===== src/rtl/sdi_trs_pkg.sv =====
package sdi_trs_pkg;
    typedef enum logic [0:0] {
        ST_SEARCH  = 1'b0,
        ST_ID_WAIT = 1'b1
    } trs_state_t;
endpackage


===== src/rtl/trs_window.sv =====
module trs_window #(
    parameter int WORD_W    = 10,
    parameter int PRE_WORDS = 3,
    localparam int WIN_W    = WORD_W * PRE_WORDS
) (
    input  logic              clk,
    input  logic              rst_n,
    input  logic              bit_in,
    output logic              pre_hit,
    output logic [WORD_W-1:0] nxt_word
);
    localparam logic [WIN_W-1:0] PRE_PAT = {{(WIN_W-WORD_W){1'b0}}, {WORD_W{1'b1}}};

    logic [WIN_W-1:0] win_q;

    always_ff @(posedge clk) begin
        if (!rst_n) win_q <= '0;
        else        win_q <= {bit_in, win_q[WIN_W-1:1]};
    end

    assign pre_hit  = (win_q == PRE_PAT);
    assign nxt_word = {bit_in, win_q[WIN_W-1:WIN_W-WORD_W+1]};
endmodule


===== src/rtl/trs_bit_phase.sv =====
module trs_bit_phase #(
    parameter int WORD_W    = 10,
    parameter int SAMPLE_PT = 5,
    localparam int CW       = $clog2(WORD_W)
) (
    input  logic clk,
    input  logic rst_n,
    input  logic pre_hit,
    output logic cap_en,
    output logic mid_en
);
    logic [CW-1:0] cnt_q, cnt_nx;

    always_comb begin
        if (pre_hit)                          cnt_nx = CW'(1);
        else if (cnt_q == CW'(WORD_W - 1))    cnt_nx = '0;
        else                                  cnt_nx = cnt_q + CW'(1);
    end

    always_ff @(posedge clk) begin
        if (!rst_n) cnt_q <= '0;
        else        cnt_q <= cnt_nx;
    end

    assign cap_en = (cnt_nx == '0);
    assign mid_en = (cnt_nx == CW'(SAMPLE_PT));


    phase_range_chk: assert property (@(posedge clk) disable iff (!rst_n)
        cnt_q < CW'(WORD_W));


    realign_chk: assert property (@(posedge clk) disable iff (!rst_n)
        pre_hit |=> (cnt_q == CW'(1)));
endmodule


===== src/rtl/trs_word_fsm.sv =====
module trs_word_fsm
    import sdi_trs_pkg::*;
#(
    parameter int WORD_W = 10,
    parameter int ID_BIT = 6,
    localparam int GW    = $clog2(WORD_W + 1)
) (
    input  logic              clk,
    input  logic              rst_n,
    input  logic              bypass,
    input  logic              pre_hit,
    input  logic              cap_en,
    input  logic              mid_en,
    input  logic [WORD_W-1:0] nxt_word,
    output logic [WORD_W-1:0] word_out,
    output logic              word_vld,
    output logic              word_start,
    output logic              h_flag
);
    trs_state_t        state_q, state_nx;
    logic [WORD_W-1:0] cap_q;
    logic              cap_first_q;
    logic              pend_q;

    always_comb begin
        state_nx = state_q;
        unique case (state_q)
            ST_SEARCH:  if (pre_hit) state_nx = ST_ID_WAIT;
            ST_ID_WAIT: if (cap_en)  state_nx = ST_SEARCH;
            default:                 state_nx = ST_SEARCH;
        endcase
    end

    always_ff @(posedge clk) begin
        if (!rst_n) state_q <= ST_SEARCH;
        else        state_q <= state_nx;
    end

    always_ff @(posedge clk) begin
        if (!rst_n) begin
            cap_q       <= '0;
            cap_first_q <= 1'b0;
            pend_q      <= 1'b0;
            word_out    <= '0;
            word_vld    <= 1'b0;
            word_start  <= 1'b0;
            h_flag      <= 1'b0;
        end else begin
            word_vld   <= 1'b0;
            word_start <= 1'b0;
            if (cap_en) begin
                cap_q       <= nxt_word;
                cap_first_q <= (state_q == ST_ID_WAIT);
                pend_q      <= 1'b1;
            end else if (mid_en && pend_q) begin
                pend_q     <= 1'b0;
                word_out   <= cap_q;
                word_vld   <= 1'b1;
                word_start <= cap_first_q;
                if (cap_first_q && !bypass) h_flag <= cap_q[ID_BIT];
            end
        end
    end

    logic [GW-1:0] gap_q;
    always_ff @(posedge clk) begin
        if (!rst_n)                     gap_q <= GW'(WORD_W);
        else if (word_vld)              gap_q <= '0;
        else if (gap_q < GW'(WORD_W))   gap_q <= gap_q + GW'(1);
    end


    strobe_gap_chk: assert property (@(posedge clk) disable iff (!rst_n)
        word_vld |-> (gap_q >= GW'(WORD_W - 1)));


    start_with_vld_chk: assert property (@(posedge clk) disable iff (!rst_n)
        word_start |-> word_vld);


    h_on_start_chk: assert property (@(posedge clk) disable iff (!rst_n)
        !$stable(h_flag) |-> word_start);


    h_bypass_hold_chk: assert property (@(posedge clk) disable iff (!rst_n)
        !$stable(h_flag) |-> !$past(bypass));


    word_hold_chk: assert property (@(posedge clk) disable iff (!rst_n)
        !word_vld |-> $stable(word_out));
endmodule


===== src/rtl/sdi_trs_aligner.sv =====
module sdi_trs_aligner #(
    parameter int WORD_W    = 10,
    parameter int PRE_WORDS = 3,
    parameter int ID_BIT    = 6,
    localparam int SAMPLE_PT = WORD_W / 2
) (
    input  logic              clk,
    input  logic              rst_n,
    input  logic              bit_in,
    input  logic              bypass,
    output logic [WORD_W-1:0] word_out,
    output logic              word_vld,
    output logic              word_start,
    output logic              h_flag
);
    logic              pre_hit;
    logic              cap_en;
    logic              mid_en;
    logic [WORD_W-1:0] nxt_word;

    trs_window #(.WORD_W(WORD_W), .PRE_WORDS(PRE_WORDS)) u_win (
        .clk(clk), .rst_n(rst_n), .bit_in(bit_in),
        .pre_hit(pre_hit), .nxt_word(nxt_word)
    );

    trs_bit_phase #(.WORD_W(WORD_W), .SAMPLE_PT(SAMPLE_PT)) u_phase (
        .clk(clk), .rst_n(rst_n), .pre_hit(pre_hit),
        .cap_en(cap_en), .mid_en(mid_en)
    );

    trs_word_fsm #(.WORD_W(WORD_W), .ID_BIT(ID_BIT)) u_fsm (
        .clk(clk), .rst_n(rst_n), .bypass(bypass), .pre_hit(pre_hit),
        .cap_en(cap_en), .mid_en(mid_en), .nxt_word(nxt_word),
        .word_out(word_out), .word_vld(word_vld),
        .word_start(word_start), .h_flag(h_flag)
    );


    hit_cap_excl_chk: assert property (@(posedge clk) disable iff (!rst_n)
        !(pre_hit && cap_en));
endmodule


===== config.mk =====
export PLATFORM = sky130hd
export DESIGN_NAME = sdi_trs_aligner
export DESIGN_NICKNAME = d
export VERILOG_FILES = /design/src/rtl/sdi_trs_pkg.sv /design/src/rtl/trs_window.sv /design/src/rtl/trs_bit_phase.sv /design/src/rtl/trs_word_fsm.sv /design/src/rtl/sdi_trs_aligner.sv
export SDC_FILE = /design/constraint.sdc
export NUM_CORES = 1
export LEC_CHECK = 0
export BUFFER_PORTS_ARGS = -buffer_cell sky130_fd_sc_hd__buf_2
export CAP_MARGIN = 10
export CORE_MARGIN = 5
export CORE_UTILIZATION = 57
export DETAILED_ROUTE_END_ITERATION = 7
export PLACE_DENSITY = 0.76
export RECOVER_POWER = 25
export SETUP_SLACK_MARGIN = 0.4
export SYNTH_ARGS = -nofsm -noshare
export SYNTH_HDL_FRONTEND = slang
export SYNTH_SLANG_ARGS = --single-unit

===== constraint.sdc =====
create_clock -name clk -period 2.1 [get_ports clk]
set_input_delay 0.105 -clock clk [delete_from_list [all_inputs] [get_ports clk]]
set_output_delay 0.105 -clock clk [all_outputs]
set_load 0.02 [all_outputs]

### After elaboration in Yosys (flattened, before gate mapping)

Index checks and enable logic that the tools add are counted.

| word-level totals | value |
|---|---|
| bits in registers | 60 |
| input port bits | 4 |

| operators by class | value |
|---|---|
| bitwise gates (word level) | 4 |
| muxes and demuxes | 8 |
| equality and inequality tests | 3 |
| add/subtract/negate cells | 1 |
| reductions and logical operators | 9 |

Operators with widths:

| cell | count |
|---|---|
| $eq A30 B10 Y1 const B | 1 |
| $mux W4 | 2 |
| $mux W1 | 5 |
| $add A4 B1 Y4 const B | 1 |
| $eq A4 B3 Y1 const B | 1 |
| $eq A4 B4 Y1 const B | 1 |
| $logic_not A4 Y1 | 1 |
| $not A1 Y1 | 4 |
| $reduce_and A3 Y1 | 1 |
| $reduce_or A3 Y1 | 1 |
| $logic_and A1 B1 Y1 | 2 |
| $pmux W1 S2 | 1 |
| $reduce_and A2 Y1 | 1 |
| $reduce_bool A2 Y1 | 1 |
| $reduce_or A2 Y1 | 1 |
| $logic_not A1 Y1 | 1 |

### Depth between registers and ports, before layout

| depth | value |
|---|---|
| depth in word-level cells | 7 |
| depth in mapped cells | 8 |
| gate-level depth less buffers | 7 |

### By module

Synthesis repeated with hierarchy kept, for this count alone.

| unflattened totals | value |
|---|---|
| cell total of the unflattened synthesis | 208 |
| area, all modules | 2253.4 um^2 |

Modules (own cells, without submodules):

| module | times used | cells an instance | area an instance (um^2) | seq. area each (um^2) |
|---|---|---|---|---|
| trs_word_fsm | 1 | 97 | 1034.7 | 520.5 |
| trs_window | 1 | 84 | 970.9 | 600.6 |
| trs_bit_phase | 1 | 27 | 247.7 | 80.1 |

### Least setup slack after synthesis

Ideal clock, no wire load.

| path | value |
|---|---|
| path type | reg-to-reg |
| start point | register u_phase.cnt_q[0] |
| end point | register u_fsm.cap_q[2] |
| setup slack | 0.324 ns |
| stages on the path, launching flop included | 8 |
| clock period less this slack | 1.776 ns |
| buffers on the path | 1 |
| data arrival time | 1.651 ns |
| path through | dfxtp_1 -> ha_1 -> or2b_2 -> a41o_1 -> o211ai_4 -> buf_8 -> mux2i_1 -> nor2_1 |

| between the ends | value |
|---|---|
| cells in the longest elaborated chain, start to end | 4 |
| elaborated cells on any way between the ends | 5 |
| classes of those cells | add/sub (1); eq/ne (1); mux (2); reduce/logical (1) |

Ends and longest elaborated chain:

| element | RTL line | text |
|---|---|---|
| start, declared | trs_bit_phase.sv:12 | `logic [CW-1:0] cnt_q, cnt_nx;` |
| start signal, assigned | trs_bit_phase.sv:22 | `else cnt_q <= cnt_nx;` |
| $add A4 B1 Y4 or $eq A4 B4 Y1 (tied branches) | trs_bit_phase.sv:17, trs_bit_phase.sv:16 |  |
| $mux W4 (*) | trs_bit_phase.sv:16 | `else if (cnt_q == CW'(WORD_W - 1)) cnt_nx = '0;` |
| $mux W4 (*) | trs_bit_phase.sv:15 | `if (pre_hit) cnt_nx = CW'(1);` |
| $logic_not A4 Y1 (*) | trs_bit_phase.sv:25 | `assign cap_en = (cnt_nx == '0);` |
| end signal, assigned | trs_word_fsm.sv:52 | `cap_q <= nxt_word;` |
| end, declared | trs_word_fsm.sv:21 | `logic [WORD_W-1:0] cap_q;` |

Every way passes the cells marked *; elsewhere a longest branch is shown, timed or not.
A chain may end at the register's enable or synchronous reset.

### Final worst setup path

| path | value |
|---|---|
| start point | register u_phase.cnt_q[0] |
| end point | register u_fsm.h_flag |

| between the ends | value |
|---|---|
| cells in the longest elaborated chain, start to end | 6 |
| elaborated cells on any way between the ends | 9 |
| classes of those cells | add/sub (1); eq/ne (2); mux (2); bitwise (1); reduce/logical (3) |

Ends and longest elaborated chain:

| element | RTL line | text |
|---|---|---|
| $add A4 B1 Y4 or $eq A4 B4 Y1 (tied branches) | trs_bit_phase.sv:17, trs_bit_phase.sv:16 |  |
| $mux W4 (*) | trs_bit_phase.sv:16 |  |
| $mux W4 (*) | trs_bit_phase.sv:15 |  |
| $eq A4 B3 Y1 or $logic_not A4 Y1 (tied branches) | trs_bit_phase.sv:26, trs_bit_phase.sv:25 |  |
| $logic_and A1 B1 Y1 or $not A1 Y1 (tied branches) | -- |  |
| $reduce_and A3 Y1 (no line) (*) | -- |  |
| end signal, assigned | trs_word_fsm.sv:60 | `if (cap_first_q && !bypass) h_flag <= cap_q[ID_BIT];` |
| end, declared | trs_word_fsm.sv:18 | `output logic h_flag` |

Marks and branches as above.

==> impl_results.md <==
* Die width at 71.3 um
* Crit path DAT at 2.05 ns
* Post-synthesis cell type count at 38
* Max clock buf depth at 2
* Post-synthesis xor/xnor area fraction at 0%
* Routed wire per std cell at 17.2 um
* Layout cells sized above 1 at 36.5%
* Syn-to-layout area delta at 30.3%
* Clock root buffer: clkbuf_8
* Net Count, Synth at 209
* Worst slew pin tran at 0.973 ns
* FFs w/ async S/R, synth at 0%
* Maximum clock frequency at 547 MHz
* FF+latch count, synth at 60
* Die span in y at 71.3 um
* Post-synth top flop: dfxtp_1
* Final Cycle Share at 87.1%
* Die area at 0.00509 mm2
* WHS at 0.00423 ns
* Final net count at 242
* Residual DRC at 0
* Worst Setup End Kind: flip-flop
* Post-Route WL at 4.97 mm
* Cell area after layout at 0.00279 mm2
* Synth Area in Simple Gates at 24.0%
* Adder-cell share of the synthesized area at 1.17%
* TNS Setup at 0 ns
* Hold Fails Final Rpt at 0
* Max Cap Violations at 0
* Final ANT Viol Nets at 0
* Pin count of the biggest net entering global routing at 34
* Critical path type: flip-flop to flip-flop
* Portion of netlist area occupied by mux cells at 5.13%
* Clk_lat worst skew at 0.33 ns
* Register area at 0.00121 mm2
* Required @ worst endpoint at 2.32 ns
* Drt pass-1 iters at 4
* Worst Setup Start Kind: flip-flop
* Most common cell after layout, fill and taps aside: dfxtp_1
* H-tree depth at 3
* Ant. Diodes at 0
* CTS tree: yes
* Number of port buffers at 16
* TritonCTS Sinks at 60
* Worst Path Max Fanout at 7
* Core Region at 0.00366 mm2
* P_leak at 1.18 nW
* Placer Congestion at 0.789
* Vias in the first global route at 1,637
* Synthesized area at 0.00214 mm2
* Synthesis Warnings at 0
* Worst Skew at 0.00927 ns
* Most frequent cells in the layout: dfxtp_1 (56), and2_1 (24), nor2_1 (18), buf_2 (15), clkbuf_8 (11)
* EDFF count, synth at 0
* Final Instance Count excl. Fillers at 289
* Peak VDD IR at 0.591 mV
* Post-Syn Instances at 203
* Worst Hold Class: primary input to flip-flop
* Mapped Avg Cell Area at 10.6 um2
* Dpl cells at 260
* Total track usage at 20.6%
* Multi-input gate area at 0.00102 mm2
* Layout fillers at 232
* Status: finished, final reports clean
* Initial antenna violation count at 0
* First-pass GRT wire length at 7.92 mm
* Vias per cell at 5.54
* Relative slew slack at 35.1%
* Main combinational cell family by area after synthesis: simple AND/OR/NAND/NOR gates
* # setup viols final at 0
* Vias at 1,602
* Seq/Total Area, Yosys at 56.0%
* Clk pin slew, worst setup/hold paths at 0.07 ns
* Starting Density at 58.6%
* Tmin final at 1.83 ns
* PwrDens at 855 mW/mm2
* GRT Residual Overflow at 0
* IO Count at 17
* Placed inst area at 0.00227 mm2
* Row count at 22
* Post-layout util at 76.3%
* HPWL after detailed placement at 2.64 mm
* Synth Area in Compound Gates at 9.86%
* RSZ-0062 raised after global routing: true
* Max-slew violations at 0
* Num CTS Buffers at 9
* Iteration-0 DRC count of the detailed router at 83
## report_power, final
group | switching, W | total [W] | internal (W)
sequential | 0.0000265 | 0.00118 | 0.00115
combinational | 0.0000892 | 0.000177 | 0.0000877
clock | 0.000425 | 0.00103 | 0.000608
total | 0.000541 | 0.00239 | 0.00185
## logic make-up (layout without fill, tap and decap cells)
group | Yosys count | in the layout
buffers and inverters | 15 | 53
AND/OR/NAND/NOR | 84 | 84
AO/OA/AOI/OAI | 31 | 31
adder cells (fa/ha/maj) | 2 | 2
flip-flops | 60 | 60
multiplexers | 11 | 11
## state kept, by name, summed over array words and instances (netlist names)
register	flops
u_fsm.word_vld	1
u_fsm.cap_q	10
u_fsm.word_start	1
u_fsm.h_flag	1
u_fsm.pend_q	1
u_phase.cnt_q	4
u_fsm.word_out	10
u_win.win_q	30
u_fsm.cap_first_q	1
u_fsm.state_q	1
## cells in the mapped netlist, types with 2 or more instances
cell type,number,share of area (%)
inv_1,5,0.88
clkbuf_1,5,0.88
nor2_1,18,3.2
and2_2,2,0.70
ha_1,2,1.2
dfxtp_1,60,56
nand4_2,2,1.2
nand3_1,9,2.1
nor3b_1,2,0.70
o21ai_1,2,0.47
or2b_2,2,0.82
nor4_1,3,0.88
o21ai_0,10,2.3
nor3_1,2,0.47
nand2_1,3,0.53
a21oi_1,13,3.0
nor2b_1,2,0.58
and2_1,31,9.0
mux2i_1,11,5.1
## worst paths after layout
| kind | start | endpoint | slack, ns | cells past startpoint |
|---|---|---|---|---|
| worst max-delay path | u_phase.cnt_q[0] | u_fsm.h_flag | 0.27 | 8 |
| worst min-delay path | bit_in | u_win.win_q[29] | 0.004 | 2 |
| worst max register to register | u_phase.cnt_q[0] | u_fsm.h_flag | 0.27 | 8 |
| worst min register to register | u_win.win_q[7] | u_win.win_q[6] | 0.45 | 1 |
## routing by layer
layer  wire length, um  GRT usage, %
met1              2100          22.9
met2              2530          35.0
met3               250          7.57
met4                94          9.60
met5                 0             0
## what timing repair did
item | CTS | global route
setup endpoints to repair | 25 | 26
pin swaps | 10 | 11
gates resized for setup | 28 | 13
hold buffers | 0 | 0
gates cloned | 2 | 0
buffers inserted | 10 | 1
## cell type report
class | instances | area share (%)
clock inverter | 4 | 1.70
clock buffer | 12 | 5.55
sequential | 60 | 43.3
multi-input combinational | 128 | 36.6
inverter | 5 | 0.672
tap | 48 | 2.15
timing repair buffer | 32 | 9.99
## metrics by stage
| step | worst slack (ns) | total power, W |
|---|---|---|
| global placement | 0.291 | 0.00130 |
| floorplan | 0.421 | 0.00128 |
| detailed placement | 0.174 | 0.00130 |
| global route | 0.145 | 0.00247 |
| finish | 0.270 | 0.00239 |
| CTS | 0.349 | 0.00237 |
## worst max-delay path, stage by stage (launching register included)
cell      delay, ns
dfxtp_4        0.38
ha_4           0.16
or2b_4         0.26
a41o_1         0.25
o211ai_4       0.13
buf_12         0.15
buf_16         0.12
nand4_1        0.10
nor3b_2        0.18
Note: power is estimated with default switching activity, not from simulation.
